## config.mk

```make
export PLATFORM = sky130hd
export DESIGN_NAME = ret_addr_stack
export DESIGN_NICKNAME = d
export VERILOG_FILES = /design/src/rtl/ras_pkg.sv /design/src/rtl/ras_ctrl.sv /design/src/rtl/ras_regif.sv /design/src/rtl/ras_entry_store.sv /design/src/rtl/ret_addr_stack.sv
export SDC_FILE = /design/constraint.sdc
export NUM_CORES = 1
export LEC_CHECK = 0
export ABC_AREA = 0
export BUFFER_PORTS_ARGS = -buffer_cell sky130_fd_sc_hd__buf_2
export CORE_ASPECT_RATIO = 0.7
export CORE_MARGIN = 4
export CORE_UTILIZATION = 55
export DETAILED_ROUTE_END_ITERATION = 12
export GPL_TIMING_DRIVEN = 0
export PLACE_DENSITY = 0.74
export SYNTH_ARGS = -nofsm -noshare
export SYNTH_HDL_FRONTEND = slang
export SYNTH_SLANG_ARGS = --single-unit
```

## constraint.sdc

```tcl
create_clock -name clk -period 7.3 [get_ports clk]
set_input_delay 2.19 -clock clk [delete_from_list [all_inputs] [get_ports clk]]
set_output_delay 2.19 -clock clk [all_outputs]
set_load 0.02 [all_outputs]
```

## src/rtl/ras_pkg.sv

```systemverilog
`timescale 1ns/1ps
package ras_pkg;
    typedef enum logic [1:0] {
        RA_STAT  = 2'd0,
        RA_UPPER = 2'd1,
        RA_HIGH  = 2'd2,
        RA_LOW   = 2'd3
    } ras_reg_e;

    localparam int unsigned FULL_BIT = 7;
    localparam int unsigned UNF_BIT  = 6;
endpackage

```

## src/rtl/ras_ctrl.sv

```systemverilog
`timescale 1ns/1ps
module ras_ctrl #(
    parameter int unsigned PTR_W = 5
) (
    input  logic             push_i,
    input  logic             pop_i,
    input  logic             call_i,
    input  logic             ret_i,
    input  logic [PTR_W-1:0] ptr_q,
    output logic             wr_push,
    output logic             mv_pop,
    output logic             full_evt,
    output logic             unf_evt,
    output logic             ret_evt,
    output logic             busy
);
    localparam logic [PTR_W-1:0] TOP = {PTR_W{1'b1}};

    logic push_req, pop_req, clash, at_top, empty;

    always_comb begin
        push_req = push_i | call_i;
        pop_req  = pop_i | ret_i;
        clash    = push_req & pop_req;
        at_top   = (ptr_q == TOP);
        empty    = (ptr_q == '0);
        busy     = push_req | pop_req;
        wr_push  = push_req & ~clash & ~at_top;
        full_evt = push_req & ~clash & (at_top | (ptr_q == TOP - 1'b1));
        mv_pop   = pop_req & ~clash & ~empty;
        unf_evt  = pop_req & ~clash & empty;
        ret_evt  = ret_i & pop_req & ~clash;
    end
endmodule

```

## src/rtl/ras_regif.sv

```systemverilog
`timescale 1ns/1ps
module ras_regif
    import ras_pkg::*;
#(
    parameter int unsigned PC_W  = 21,
    parameter int unsigned PTR_W = 5
) (
    input  logic             reg_wr_i,
    input  logic [1:0]       reg_addr_i,
    input  logic [7:0]       reg_wdata_i,
    input  logic             busy,
    input  logic [PC_W-1:0]  tos,
    input  logic [PTR_W-1:0] ptr_q,
    input  logic             full_q,
    input  logic             unf_q,
    output logic [7:0]       reg_rdata_o,
    output logic             stat_wr,
    output logic [PTR_W-1:0] ptr_wval,
    output logic             full_nxt,
    output logic             unf_nxt,
    output logic             tos_wr,
    output logic [PC_W-1:0]  tos_wval
);
    localparam int unsigned UPW = PC_W - 16;

    ras_reg_e sel;
    logic     wr_ok;

    always_comb begin
        sel         = ras_reg_e'(reg_addr_i);
        reg_rdata_o = '0;
        case (sel)
            RA_STAT: begin
                reg_rdata_o[FULL_BIT]  = full_q;
                reg_rdata_o[UNF_BIT]   = unf_q;
                reg_rdata_o[PTR_W-1:0] = ptr_q;
            end
            RA_UPPER: reg_rdata_o[UPW-1:0] = tos[PC_W-1:16];
            RA_HIGH:  reg_rdata_o = tos[15:8];
            default:  reg_rdata_o = tos[7:0];
        endcase

        wr_ok    = reg_wr_i & ~busy;
        stat_wr  = wr_ok & (sel == RA_STAT);
        ptr_wval = reg_wdata_i[PTR_W-1:0];
        full_nxt = full_q & reg_wdata_i[FULL_BIT];
        unf_nxt  = unf_q & reg_wdata_i[UNF_BIT];

        tos_wr   = wr_ok & (sel != RA_STAT) & (ptr_q != '0);
        tos_wval = tos;
        case (sel)
            RA_UPPER: tos_wval[PC_W-1:16] = reg_wdata_i[UPW-1:0];
            RA_HIGH:  tos_wval[15:8]      = reg_wdata_i;
            RA_LOW:   tos_wval[7:0]       = reg_wdata_i;
            default:  tos_wval            = tos;
        endcase
    end
endmodule

```

## src/rtl/ras_entry_store.sv

```systemverilog
`timescale 1ns/1ps
module ras_entry_store #(
    parameter int unsigned PC_W  = 21,
    parameter int unsigned PTR_W = 5
) (
    input  logic             clk,
    input  logic             rst_n,
    input  logic             we,
    input  logic [PTR_W-1:0] waddr,
    input  logic [PC_W-1:0]  wdata,
    input  logic [PTR_W-1:0] raddr,
    output logic [PC_W-1:0]  rdata
);
    localparam int unsigned DEPTH = (1 << PTR_W) - 1;

    logic [PC_W-1:0] slot_flat [0:DEPTH];

    assign slot_flat[0] = '0;

    for (genvar g = 1; g <= DEPTH; g++) begin : g_slot
        logic [PC_W-1:0] slot_d, slot_q;

        always_comb begin
            slot_d = slot_q;
            if (we && (waddr == PTR_W'(g))) slot_d = wdata;
        end

        always_ff @(posedge clk or negedge rst_n) begin
            if (!rst_n) slot_q <= '0;
            else        slot_q <= slot_d;
        end

        assign slot_flat[g] = slot_q;
    end

    assign rdata = slot_flat[raddr];
endmodule

```

## src/rtl/ret_addr_stack.sv

```systemverilog
`timescale 1ns/1ps
module ret_addr_stack #(
    parameter int unsigned PC_W  = 21,
    parameter int unsigned PTR_W = 5
) (
    input  logic             clk,
    input  logic             rst_n,
    input  logic             push_i,
    input  logic             pop_i,
    input  logic             call_i,
    input  logic             ret_i,
    input  logic [PC_W-1:0]  pc_i,
    input  logic             stk_rst_en_i,
    input  logic             reg_wr_i,
    input  logic [1:0]       reg_addr_i,
    input  logic [7:0]       reg_wdata_i,
    output logic [7:0]       reg_rdata_o,
    output logic [PC_W-1:0]  tos_o,
    output logic             ret_vld_o,
    output logic [PC_W-1:0]  ret_pc_o,
    output logic             rst_req_o
);
    typedef struct packed {
        logic [PTR_W-1:0] ptr;
        logic             full;
        logic             unf;
        logic             rst_req;
        logic             ret_vld;
        logic [PC_W-1:0]  ret_pc;
    } ras_state_t;

    ras_state_t state_d, state_q;

    logic [PTR_W-1:0] ptr_q;
    logic             full_q, unf_q;
    logic             wr_push, mv_pop, full_evt, unf_evt, ret_evt, busy;
    logic             stat_wr, full_nxt, unf_nxt, tos_wr;
    logic [PTR_W-1:0] ptr_wval;
    logic [PC_W-1:0]  tos_wval, tos;
    logic             st_we;
    logic [PTR_W-1:0] st_waddr;
    logic [PC_W-1:0]  st_wdata;

    assign ptr_q  = state_q.ptr;
    assign full_q = state_q.full;
    assign unf_q  = state_q.unf;

    ras_ctrl #(.PTR_W(PTR_W)) u_ctrl (
        .push_i   (push_i),
        .pop_i    (pop_i),
        .call_i   (call_i),
        .ret_i    (ret_i),
        .ptr_q    (ptr_q),
        .wr_push  (wr_push),
        .mv_pop   (mv_pop),
        .full_evt (full_evt),
        .unf_evt  (unf_evt),
        .ret_evt  (ret_evt),
        .busy     (busy)
    );

    ras_regif #(.PC_W(PC_W), .PTR_W(PTR_W)) u_regif (
        .reg_wr_i    (reg_wr_i),
        .reg_addr_i  (reg_addr_i),
        .reg_wdata_i (reg_wdata_i),
        .busy        (busy),
        .tos         (tos),
        .ptr_q       (ptr_q),
        .full_q      (full_q),
        .unf_q       (unf_q),
        .reg_rdata_o (reg_rdata_o),
        .stat_wr     (stat_wr),
        .ptr_wval    (ptr_wval),
        .full_nxt    (full_nxt),
        .unf_nxt     (unf_nxt),
        .tos_wr      (tos_wr),
        .tos_wval    (tos_wval)
    );

    ras_entry_store #(.PC_W(PC_W), .PTR_W(PTR_W)) u_store (
        .clk   (clk),
        .rst_n (rst_n),
        .we    (st_we),
        .waddr (st_waddr),
        .wdata (st_wdata),
        .raddr (ptr_q),
        .rdata (tos)
    );

    always_comb begin
        st_we    = wr_push | tos_wr;
        st_waddr = wr_push ? ptr_q + 1'b1 : ptr_q;
        st_wdata = wr_push ? pc_i : tos_wval;

        state_d         = state_q;
        state_d.rst_req = stk_rst_en_i & (full_evt | unf_evt);
        state_d.ret_vld = ret_evt;
        if (ret_evt)  state_d.ret_pc = tos;
        if (wr_push)  state_d.ptr    = ptr_q + 1'b1;
        if (mv_pop)   state_d.ptr    = ptr_q - 1'b1;
        if (full_evt) state_d.full   = 1'b1;
        if (unf_evt)  state_d.unf    = 1'b1;
        if (stat_wr) begin
            state_d.ptr  = ptr_wval;
            state_d.full = full_nxt;
            state_d.unf  = unf_nxt;
        end
    end

    always_ff @(posedge clk or negedge rst_n) begin
        if (!rst_n) state_q <= '0;
        else        state_q <= state_d;
    end

    assign tos_o     = tos;
    assign ret_vld_o = state_q.ret_vld;
    assign ret_pc_o  = state_q.ret_pc;
    assign rst_req_o = state_q.rst_req;
endmodule

```

# [Yosys cells after proc, flatten, opt, wreduce, memory -nomap -nowiden]
# Cells that the tools add are included.
[word_totals] out_inout_bits=52 input_bits=39 ff_bits=681 wordCells=156
[op_classes] order_cmp=1 n_reduce_logical=38 bitwise=27 add_sub_neg=2 eq_ne=36 muxes=15
[ops] op="$bmux W21 S5" count=1
[ops] op="$eq A5 B5 Y1 const B" count=18
[ops] op="$mux W21" count=3
[ops] op="$eq A5 B4 Y1 const B" count=8
[ops] op="$logic_and A1 B1 Y1" count=31
[ops] op="$eq A5 B3 Y1 const B" count=4
[ops] op="$and A1 B1 Y1" count=16
[ops] op="$mux W8" count=2
[ops] op="$mux W5" count=3
[ops] op="$pmux W5 S3" count=1
[ops] op="$eq A5 B2 Y1 const B" count=2
[ops] op="$mux W7" count=1
[ops] op="$ge A6 B6 Y1 const B" count=1
[ops] op="$not A5 Y6" count=1
[ops] op="$or A1 B1 Y1" count=6
[ops] op="$pmux W2 S3" count=1
[ops] op="$reduce_bool A2 Y1" count=3
[ops] op="$add A5 B1 Y5 const B" count=1
[ops] op="$eq A5 B1 Y1 const B" count=1
[ops] op="$logic_not A5 Y1" count=1
[ops] op="$reduce_bool A5 Y1" count=1
[ops] op="$sub A5 B1 Y5 const B" count=1
[ops] op="$eq A2 B2 Y1 const B" count=2
[ops] op="$not A1 Y1" count=4
[ops] op="other kinds (5)" count=6

# [Longest topological paths before layout]
# Gate-level depths: netlist (run 1).
[logic_depth] ltp_word=8 ltp_mapped=12 ltp_nobuf=9

# [Modules after synthesis]
# From an unflattened synthesis (run 1), not the netlist that was laid out.
[unflattened] cells_unflattened=2124 hier_area_um2=31993.2
[by_module_without_submodules] module="ras_entry_store" n_inst=1 cells_per_inst=1929 area_per_inst_um2=29761.0
[by_module_without_submodules] module="ret_addr_stack" n_inst=1 cells_per_inst=128 area_per_inst_um2=1580.3
[by_module_without_submodules] module="ras_regif" n_inst=1 cells_per_inst=55 area_per_inst_um2=555.5
[by_module_without_submodules] module="ras_ctrl" n_inst=1 cells_per_inst=12 area_per_inst_um2=96.3

# [Worst setup path after synthesis (run 1)]
# OpenSTA, ideal clock, no wires.
[synth_timing] path_kind="input-to-output" start="in reg_addr_i[0]" end="out reg_rdata_o[1]" cell_stages=6 required_time_ps=5110 arrival_time_ps=3465 n_path_buf=2 path_slack_ps=1645 path_cell_list="clkbuf_1 -> inv_1 -> nand2_1 -> clkbuf_1 -> o22ai_1 -> a21oi_1"
[synth_between] elab_chain_len=2 word_cells_on_any_way=4 cone_classes="eq/ne (2); mux (1); reduce/logical (1)"
[synth_lines] element="from (decl)" line="ret_addr_stack.sv:15" rtl="input logic [1:0] reg_addr_i,"
[synth_lines] element="$eq A2 B2 Y1, or another cell as far along" line="ras_regif.sv:32" rtl="case (sel)"
[synth_lines] element="$pmux W5 S3 *" line="ras_regif.sv:32"
[synth_lines] element="to (decl)" line="ret_addr_stack.sv:17" rtl="output logic [7:0] reg_rdata_o,"
# Every way passes the cells marked *; elsewhere a longest branch is shown, timed or not.

# [Worst setup path in the final report (run 1)]
[layout_timing] start="reg state_q (netlist bit ptr_q[1])" end="out reg_rdata_o[0]"
[layout_between] elab_chain_len=5
[layout_lines] element="from (decl)" line="ret_addr_stack.sv:32" rtl="ras_state_t state_d, state_q;"
[layout_lines] element="from (signal assigned)" line="ret_addr_stack.sv:112" rtl="else state_q <= state_d;"
[layout_lines] element="$not A5 Y6 (implied by the code)" line="ras_entry_store.sv:36" rtl="assign rdata = slot_flat[raddr];"
[layout_lines] element="$bmux W21 S5" line="ras_entry_store.sv:36"
[layout_lines] element="$mux W21 (implied by the code) (2 in a row)" line="ras_entry_store.sv:36"
[layout_lines] element="$pmux W5 S3" line="ras_regif.sv:32"
# No other way between the ends. The select of a mux whose other input is x is not followed.

==> reports/metrics.cfg, run 1 <==
[drt]
firstDrtPassIters=5
first_iter_violations=2320
vias=21700
vias_per_cell=6.44
wire_per_inst_um=30.3
drc_errors=0
ant_nets=0
wl_um=102000

[power_and_ir_drop]
p_int_uw=10400
ir_worst_vdd_mv=0.378
p_per_area_nw_per_um2=495
p_leak_uw=0.0179
p_comb_share_pct=47.8
seq_power_share_pct=32.6
switchingPower_uw=7600
total_power_uw=18000
netSwitchingFraction_pct=42.3
power_frac_clock_pct=19.6

[clock_tree]
cts_root_buf=clkbuf_16
numClockSinks=681
cts-htree-levels=3
numCtsBuffers=67
cts_tree=done
clkTransAtPathRegs_ns=0.07
holdBufCountCts=0
cts_resized=0
worstSkewPairLatency_ns=0.62
cts_setup_buffers=0
clockBufferDepth=3

[synth]
synthDistinctLibCells=66
synth_fp_nets=2405
muxShareOfSynthArea_pct=33.6
synth_fa_ha_area_share_pct=0.154
async_reset_ff_share_pct=100
syn_avg_cell_area_um2=13.7
ys_seq_area_share_pct=52.5
synthCells=2362
ys_warn_count=0
synth_top_family_by_area=multiplexers
synth-compound-area-share_pct=6.73
synth_edf_count=0
synth_xor_xnor_area_share_pct=0.108
syn_area_um2=32500
ys.flop_type=dfrtp_1
yosys.area_share.simple_pct=2.62
ys_ff_latch=681

[floorplan]
die-height_um=211
pin_count=91
rows=74
coreArea_um2=58400
start_util_pct=55.6
dieArea_um2=63000
fp.dieW_um=298

[sta]
setup_viol=0
max_freq_ghz=0.142
finalCritPeriodShare_pct=96.3
hold_viol_final=0
worst_slew_pin_slew_ns=1.27
layout_setup_ws_ns=0.267
fin_crit_ns=7.03
worst_clock_skew_ns=0.0315
slew_headroom_pct=14.7
slew_violations=0
rsz0062_at_grt=false
hold_slack_ns=0.471

[final_layout]
final_cell_mix=681 x dfrtp_1, 673 x mux2_2, 236 x mux2i_1
fill_cells=4366
instances_no_fill=3374
layout.nets=2569
synthToLayoutAreaGrowth_pct=11.9
drive_above_1_share_pct=43.5
final_common_cell=dfrtp_1

[place]
dp_cells=3255
port_buffers=88
pre_cts_ws_ns=0.724
routabilityCongestion=1.07
hpwl_um=75000

[status]
status=completed

[flow_run]
maxCapViolCount=0

[setup_path]
crit_slowest_cell=nor4_1
worstPathCellList=buf_4, buf_6, buf_6, mux2i_1, a22oi_1, a21oi_1, nor4_1, o22ai_1, a21oi_1, buf_2
critPathLaunchType=flop
critPathArrivalTime_ns=4.84
critical_path_class=reg -> out
required_ns=5.11
end_kind=primary output
crit_path_max_incr_delay_ns=1.06
cp_max_fo=10

[global_route]
grt_max_degree=131
overflow=0
antenna_found_initial=5
grt_pass1_wl_um=150000
grt_pass1_vias=22100
track_usage_pct=32.5

[hold_path]
hold_path.class=reg -> reg

## cell families (layout without fill, tap and decap cells)
| kind of cell | Yosys count | in the layout |
|---|---|---|
| other | 0 | 5 |
| AO/OA/AOI/OAI | 305 | 305 |
| flip-flops | 681 | 681 |
| multiplexers | 962 | 962 |
| buffers and inverters | 229 | 438 |
| AND/OR/NAND/NOR | 177 | 177 |
| adder cells (fa/ha/maj) | 4 | 4 |
| XOR/XNOR | 4 | 4 |
## worst max-delay path: cells and delay by family, from the launching register on
| family | cells | cell delay [ns] |
|---|---|---|
| AO/OA/AOI/OAI | 4 | 1.63 |
| buffers and inverters | 4 | 1.02 |
| flip-flops | 1 | 0.39 |
| multiplexers | 1 | 0.11 |
| AND/OR/NAND/NOR | 1 | 1.06 |
## Yosys cell counts, types with 3 or more instances
library cell | instances | area share [%]
buf_6 | 18 | 0.62
nor2_1 | 63 | 0.73
inv_1 | 10 | 0.12
o41ai_1 | 18 | 0.49
buf_2 | 107 | 1.6
mux2_2 | 673 | 23
a32oi_1 | 3 | 0.081
a22oi_1 | 115 | 2.7
clkbuf_4 | 3 | 0.069
buf_4 | 54 | 1.2
a221o_1 | 21 | 0.65
nor4_1 | 18 | 0.35
o22ai_1 | 6 | 0.12
mux2_1 | 20 | 0.69
mux4_2 | 33 | 2.3
nor3_1 | 4 | 0.062
and2_1 | 4 | 0.077
nand2b_1 | 4 | 0.077
clkbuf_2 | 6 | 0.092
ha_1 | 4 | 0.15
a21oi_1 | 71 | 1.1
nor2b_1 | 8 | 0.15
clkbuf_1 | 22 | 0.25
nand4_1 | 6 | 0.12
nand2_1 | 47 | 0.54
buf_12 | 3 | 0.18
a31oi_1 | 3 | 0.058
nor2_2 | 7 | 0.13
xnor2_1 | 4 | 0.11
o21ai_1 | 12 | 0.18
dfrtp_1 | 681 | 52
buf_1 | 3 | 0.035
nand3_1 | 4 | 0.062
o21ai_0 | 15 | 0.23
mux2i_1 | 236 | 7.3
a22o_1 | 19 | 0.51
## flip-flops by register name (all words and copies together), names as in the netlist
| signal | cells |
|---|---|
| u_store.g_slot.slot_q | 651 |
| ret_pc_o | 21 |
| ptr_q | 5 |
| full_q | 1 |
| ret_vld_o | 1 |
| rst_req_o | 1 |
| unf_q | 1 |
## final timing paths
| kind | from | to | slack (ns) | depth (start not counted) |
|---|---|---|---|---|
| worst max-delay path | ptr_q[1] | reg_rdata_o[0] | 0.27 | 10 |
| worst min-delay path | ret_pc_o[5] | ret_pc_o[5] | 0.47 | 2 |
| worst max register to register | ptr_q[1] | u_store.g_slot[25].slot_q[14] | 2.92 | 12 |
| worst min register to register | ret_pc_o[5] | ret_pc_o[5] | 0.47 | 2 |
| max in group asynchronous | rst_n | u_store.g_slot[23].slot_q[8] | 4.02 | 4 |
| min in group asynchronous | rst_n | u_store.g_slot[13].slot_q[16] | 1.36 | 1 |
## routing by layer
metal	part of all wire [%]	global-route usage, %
met5	0.031	0
met4	2.9	8.78
met3	12	11.9
met2	42	46.0
met1	43	47.7
## final cells by class
| type | count | area [µm²] | share of cell area (%) |
|---|---|---|---|
| antenna | 5 | 12.5 | 0.0344 |
| buffer | 216 | 1350 | 3.72 |
| clock buffer | 100 | 2060 | 5.66 |
| clock inverter | 14 | 149 | 0.410 |
| inverter | 13 | 48.8 | 0.134 |
| multi-input combinational | 1452 | 14000 | 38.7 |
| sequential | 681 | 17000 | 46.9 |
| tap | 798 | 998 | 2.75 |
| timing repair buffer | 95 | 623 | 1.72 |
## power by group through the flow
| stage | sequential [µW] | combinational (µW) | clock, µW |
|---|---|---|---|
| after floorplan | 5730 | 5190 | 0 |
| after global placement | 5790 | 8040 | 0 |
| after detailed placement | 5890 | 8310 | 0 |
| after CTS | 5830 | 8340 | 3560 |
| after global routing | 5990 | 8930 | 3720 |
| final | 5860 | 8590 | 3520 |
## metrics by stage
step | util, % | setup TNS, ns | area [µm²]
final | 62.2 | 0 | 36300
after global routing | 62.2 | 0 | 36300
after floorplan | - | 0 | 32500
after CTS | 62.2 | 0 | 36300
after detailed placement | 58.4 | 0 | 34100
after global placement | 58.0 | -6390.73 | 33900
Power figures use the tool's default switching activity.
==> run 2, diff against run 1 <==
--- a/config.mk
+++ b/config.mk
@@ -11,8 +11,8 @@
 export CORE_MARGIN = 4
 export CORE_UTILIZATION = 55
 export DETAILED_ROUTE_END_ITERATION = 12
-export GPL_TIMING_DRIVEN = 0
 export PLACE_DENSITY = 0.74
+export SLEW_MARGIN = 20
 export SYNTH_ARGS = -nofsm -noshare
 export SYNTH_HDL_FRONTEND = slang
 export SYNTH_SLANG_ARGS = --single-unit
==> run 2 against run 1 <==
Sequential power is 2% higher. Via count is 2.4% lower. Cell count is 4.5% lower. Critical endpoint is now reg_rdata_o[1]. Largest power group unchanged.
==> reports/metrics.cfg, run 2 (synthesis results as in run 1) <==
[status]
status=completed  ; unchanged

[drt]
drc_errors=0  ; unchanged
vias=21200  ; was 21700
first_iter_violations=2458  ; was 2320
wire_per_inst_um=29.4  ; was 30.3 µm
vias_per_cell=6.59  ; was 6.44
wl_um=94600  ; was 102000 µm
firstDrtPassIters=6  ; was 5
ant_nets=0  ; unchanged

[global_route]
track_usage_pct=30.1  ; was 32.5%
overflow=0  ; unchanged
grt_max_degree=152  ; was 131
antenna_found_initial=3  ; was 5
grt_pass1_vias=21300  ; was 22100
grt_pass1_wl_um=142000  ; was 150000 µm

[floorplan]
start_util_pct=55.6  ; unchanged
fp.dieW_um=298  ; unchanged
rows=74  ; unchanged
pin_count=91  ; unchanged
dieArea_um2=63000  ; unchanged
die-height_um=211  ; unchanged
coreArea_um2=58400  ; unchanged

[final_layout]
final_cell_mix=679 x dfrtp_1, 673 x mux2_2, 236 x mux2i_1  ; was 681 x dfrtp_1, 673 x mux2_2, 236 x mux2i_1
antenna_cells=0  ; was 5
synthToLayoutAreaGrowth_pct=9.24  ; was 11.9%
drive_above_1_share_pct=42.0  ; was 43.5%
largest_reg_flops=651  ; unchanged
final_common_cell=dfrtp_1  ; unchanged
largest-register=u_store.g_slot.slot_q  ; unchanged
instances_no_fill=3221  ; was 3374
layout.nets=2419  ; was 2569

[place]
routabilityCongestion=1.00  ; was 1.07
hpwl_um=62100  ; was 75000 µm
port_buffers=90  ; was 88
dp_cells=3105  ; was 3255

[sta]
fin_crit_ns=6.56  ; was 7.03 ns
hold_slack_ns=0.478  ; was 0.471 ns
rsz0062_at_grt=false  ; unchanged
setup_viol=0  ; unchanged
worst_clock_skew_ns=0.0267  ; was 0.0315 ns
finalCritPeriodShare_pct=89.9  ; was 96.3%
slew_violations=0  ; unchanged
max_freq_ghz=0.152  ; was 0.142 GHz
slew_headroom_pct=30.4  ; was 14.7%
worst_slew_pin_slew_ns=1.04  ; was 1.27 ns
hold_viol_final=0  ; unchanged
setup_tns_ns=0  ; unchanged

[power_and_ir_drop]
seq_power_share_pct=35.0  ; was 32.6%
power_frac_clock_pct=20.2  ; was 19.6%
p_comb_share_pct=44.8  ; was 47.8%
netSwitchingFraction_pct=41.1  ; was 42.3%
p_int_uw=10000  ; was 10400 µW
total_power_uw=17100  ; was 18000 µW
switchingPower_uw=7020  ; was 7600 µW
ir_worst_vdd_mv=0.275  ; was 0.378 mV
p_per_area_nw_per_um2=481  ; was 495 nW/µm²
p_leak_uw=0.0173  ; was 0.0179 µW

[hold_path]
hold_path.class=reg -> reg  ; unchanged

[setup_path]
critPathLaunchType=flop  ; unchanged
critPathArrivalTime_ns=4.37  ; was 4.84 ns
required_ns=5.11  ; about the same
critical_path_class=reg -> out  ; unchanged
end_kind=primary output  ; unchanged
cp_max_fo=79  ; was 10

[clock_tree]
cts_root_buf=clkbuf_16  ; unchanged
clockBufferDepth=3  ; unchanged
cts_resized=0  ; unchanged
holdBufCountCts=0  ; unchanged
clkTransAtPathRegs_ns=0.06  ; was 0.07 ns
cts_tree=done  ; unchanged
cts_setup_buffers=0  ; unchanged
worstSkewPairLatency_ns=0.63  ; was 0.62 ns
numCtsBuffers=67  ; unchanged
cts-htree-levels=3  ; unchanged
numClockSinks=681  ; unchanged

[flow_run]
maxCapViolCount=0  ; unchanged

-- run 2: critical path, cell delays in order (launching register included) --
cell	delay [ns]
dfrtp_4	0.50
buf_12	0.47
buf_4	0.40
mux2i_1	0.13
a22oi_1	0.28
a21oi_1	0.20
nor4_1	0.66
o22ai_1	0.23
a21oi_1	0.51
buf_2	0.27
-- run 2: routing by layer --
| metal | track usage (%) | part of all wire [%] | vias to the layer above |
|---|---|---|---|
| met5 | 0 | 0.014 | - |
| met4 | 9.87 | 3.6 | 2 |
| li1 | - | - | 8734 |
| met1 | 45.4 | 45 | 11300 |
| met2 | 43.3 | 43 | 1004 |
| met3 | 7.04 | 9.0 | 198 |
-- run 2: power by group through the flow --
| stage | Sequential, µW | Combinational [µW] | Clock (µW) |
|---|---|---|---|
| floorplan | 5730 | 5190 | 0 |
| global placement | 5890 | 7270 | 0 |
| detailed placement | 6000 | 7450 | 0 |
| CTS | 5940 | 7470 | 3500 |
| global route | 6110 | 8030 | 3650 |
| finish | 5970 | 7640 | 3450 |
-- run 2: through the flow --
stage | utilization [%] | setup slack [ns] | cell area, µm²
4_1_cts | 60.7 | 0.844 | 35500
6_report | 60.7 | 0.739 | 35500
3_5_place_dp | 57.0 | 1.05 | 33300
5_1_grt | 60.7 | 0.702 | 35500
2_1_floorplan | - | 1.64 | 32500
3_3_place_gp | 57.0 | 1.03 | 33300
-- run 2: area by class of cell --
type	instances	area [µm²]
Sequential cell	681	17000
Multi-Input combinational cell	1452	14100
Clock inverter	19	264
Timing Repair Buffer	161	1090
Inverter	13	48.8
Tap cell	798	998
Fill cell	4498	23000
Clock buffer	97	1910
-- run 2: final timing paths --
| check | endpoint | from | slack [ns] | depth (start not counted) |
|---|---|---|---|---|
| setup / recovery | reg_rdata_o[1] | ptr_q[1] | 0.74 | 9 |
| hold / removal | ret_pc_o[5] | ret_pc_o[5] | 0.48 | 2 |
| setup reg to reg | u_store.g_slot[9].slot_q[17] | ptr_q[1] | 2.52 | 11 |
| hold reg to reg | ret_pc_o[5] | ret_pc_o[5] | 0.48 | 2 |
| max in group asynchronous | u_store.g_slot[1].slot_q[3] | rst_n | 4.18 | 2 |
| min in group asynchronous | u_store.g_slot[31].slot_q[15] | rst_n | 1.68 | 1 |
==> run 3, diff against run 2 <==
==> constraint.sdc (replaced) <==
create_clock -name clk -period 7.3 [get_ports clk]
set_input_delay 1.46 -clock clk [delete_from_list [all_inputs] [get_ports clk]]
set_output_delay 1.46 -clock clk [all_outputs]
set_load 0.02 [all_outputs]
==> run 3 against run 2 <==
Critical path depth shrank 1. Clock-buffer cell count shrank 2. Combinational power shrank 4.2%. Routed wire length shrank 2.2%. Final area is essentially flat. Sequential power grew 0.7%. Global-route usage shrank 0.86 points. Cell count shrank 0.16%. Utilization is essentially flat.
==> reports/metrics.cfg, run 3 (synthesis results as in run 1) <==
[status]
status=completed  ; unchanged

[global_route]
grt_util_met2_pct=42.0  ; was 43.3%
grt_max_degree=184  ; was 152
met3_usage_pct=9.39  ; was 7.04%
grt_pass1_wl_um=137000  ; was 142000 µm
busiest_layer=met1  ; unchanged
track_usage_pct=29.2  ; was 30.1%
use_met1_pct=42.3  ; was 45.4%
overflow=0  ; unchanged
grt_pass1_vias=21100  ; was 21300
antenna_found_initial=1  ; was 3

[final_layout]
synthToLayoutAreaGrowth_pct=9.27  ; was 9.24%
ff_latch_area_um2=17000  ; unchanged
fill_cells=4403  ; was 4498
layout.nets=2410  ; was 2419
largest-register=u_store.g_slot.slot_q  ; unchanged
largest_reg_flops=651  ; unchanged
multi_input_area_um2=14100  ; about the same
final_util_pct=60.7  ; about the same
drive_above_1_share_pct=42.3  ; was 42.0%
final_cell_mix=679 x dfrtp_1, 673 x mux2_2, 236 x mux2i_1  ; unchanged
final_common_cell=dfrtp_1  ; unchanged

[clock_tree]
holdBufCountCts=0  ; unchanged
numClockSinks=681  ; unchanged
clkTransAtPathRegs_ns=0.06  ; about the same
worstSkewPairLatency_ns=0.61  ; was 0.63 ns
cts_setup_buffers=0  ; unchanged
cts_tree=done  ; unchanged
clockBufferDepth=3  ; unchanged
cts_root_buf=clkbuf_16  ; unchanged
numCtsBuffers=67  ; unchanged
cts-htree-levels=3  ; unchanged
cts_resized=0  ; unchanged

[sta]
worst_slew_pin_slew_ns=1.26  ; was 1.04 ns
finalCritPeriodShare_pct=84.9  ; was 89.9%
hold_viol_final=0  ; unchanged
max_freq_ghz=0.161  ; was 0.152 GHz
setup_tns_ns=0  ; unchanged
slew_violations=0  ; unchanged
slew_headroom_pct=15.5  ; was 30.4%
setup_viol=0  ; unchanged
fin_crit_ns=6.20  ; was 6.56 ns
rsz0062_at_grt=false  ; unchanged
worst_clock_skew_ns=0.0130  ; was 0.0267 ns

[power_and_ir_drop]
p_leak_uw=0.0173  ; about the same
p_per_area_nw_per_um2=475  ; was 481 nW/µm²
ir_worst_vdd_mv=0.304  ; was 0.275 mV

[floorplan]
rows=74  ; unchanged
coreArea_um2=58400  ; unchanged
pin_count=91  ; unchanged
die-height_um=211  ; unchanged
fp.dieW_um=298  ; unchanged
dieArea_um2=63000  ; unchanged
start_util_pct=55.6  ; unchanged

[setup_path]
cp_max_fo=15  ; was 79
end_kind=primary output  ; unchanged
path_buf_inv=3  ; unchanged
critical_path_class=reg -> out  ; unchanged
cpLargestDelayFamily=simple AND/OR/NAND/NOR gates  ; was compound AO/OA/AOI/OAI gates
r2r_start=ptr_q[1]  ; unchanged
crit_slowest_cell=nor4_1  ; unchanged
critPathArrivalTime_ns=4.74  ; was 4.37 ns
cp_num_cells=8  ; was 9
critPathLaunchType=flop  ; unchanged
worstReg2RegEnd=u_store.g_slot[4].slot_q[6]  ; was u_store.g_slot[9].slot_q[17]
required_ns=5.84  ; was 5.11 ns
crit_path_max_incr_delay_ns=1.00  ; was 0.66 ns
worstPathCellList=inv_1, nand2_1, buf_4, a21oi_1, nor4_1, nand2_1, a21oi_1, buf_2  ; was buf_12, buf_4, mux2i_1, a22oi_1, a21oi_1, nor4_1, o22ai_1, a21oi_1, buf_2
reg2reg_slack_ns=2.18  ; was 2.52 ns
rr_worst_depth=11  ; unchanged

[hold_path]
hold_start=ret_pc_o[5]  ; unchanged
holdPathEnd=ret_pc_o[5]  ; unchanged
whs_path_depth=2  ; unchanged
hold_path.class=reg -> reg  ; unchanged

[drt]
ant_nets=0  ; unchanged
vias_per_cell=6.50  ; was 6.59
first_iter_violations=1847  ; was 2458
wire_per_inst_um=28.8  ; was 29.4 µm
wl_um=92600  ; was 94600 µm
vias=20900  ; was 21200
firstDrtPassIters=6  ; unchanged
drc_errors=0  ; unchanged

[flow_run]
maxCapViolCount=0  ; unchanged

[place]
hpwl_um=57900  ; was 62100 µm
routabilityCongestion=0.925  ; was 1.00
port_buffers=90  ; unchanged

## run 3: power by group
group,switching (µW),internal [µW]
combinational,4470,2850
sequential,865,5140
clock,1480,2060
## run 3: worst max-delay path by stage
stage                        from        endpoint  slack [ns]
floorplan           reg_addr_i[0]  reg_rdata_o[1]        3.10
global placement         ptr_q[0]  reg_rdata_o[2]        1.49
detailed placement       ptr_q[0]  reg_rdata_o[1]        1.68
CTS                      ptr_q[0]  reg_rdata_o[1]        1.03
global route             ptr_q[1]  reg_rdata_o[2]        1.08
finish                   ptr_q[4]  reg_rdata_o[1]        1.10
## run 3: metal layers
| layer | share of wire (%) | routed length (µm) | up-vias |
|---|---|---|---|
| li1 | - | - | 8707 |
| met1 | 44 | 40800 | 11100 |
| met2 | 43 | 39500 | 917 |
| met3 | 9.7 | 8990 | 182 |
| met4 | 3.5 | 3260 | 2 |
| met5 | 0.0076 | 7 | - |
## run 3: area by class of cell
class	count	share of cell area, %
Clock buffer	95	5.65
Antenna cell	3	0.0212
Timing Repair Buffer	152	2.90
Sequential cell	681	48.1
Clock inverter	22	0.645
Inverter	13	0.138
Multi-Input combinational cell	1452	39.8
Tap cell	798	2.81
## run 3: through the flow
stage / hold WS [ns] / setup slack, ns / instance area [µm²] / cells / total power (µW)
2_1_floorplan: 0.454 / 3.10 / 32500 / 2362 / 10900
3_3_place_gp: 0.462 / 1.49 / 33100 / 3094 / 12800
3_5_place_dp: 0.469 / 1.68 / 33200 / 3094 / 13200
4_1_cts: 0.483 / 1.03 / 35400 / 3211 / 16700
5_1_grt: 0.500 / 1.08 / 35500 / 3213 / 17600
6_report: 0.479 / 1.10 / 35500 / 3216 / 16900
## run 3: worst register-to-register path, stage by stage, from the launching register on
cell and delay [ns]:
dfrtp_4 0.71, buf_12 0.48, ha_1 0.47, and3_1 0.24
ha_1 0.26, nor3_4 0.54, buf_4 0.52, nand4_1 0.19
o211a_2 0.25, nor2_2 0.49, buf_4 0.45, mux2_2 0.39
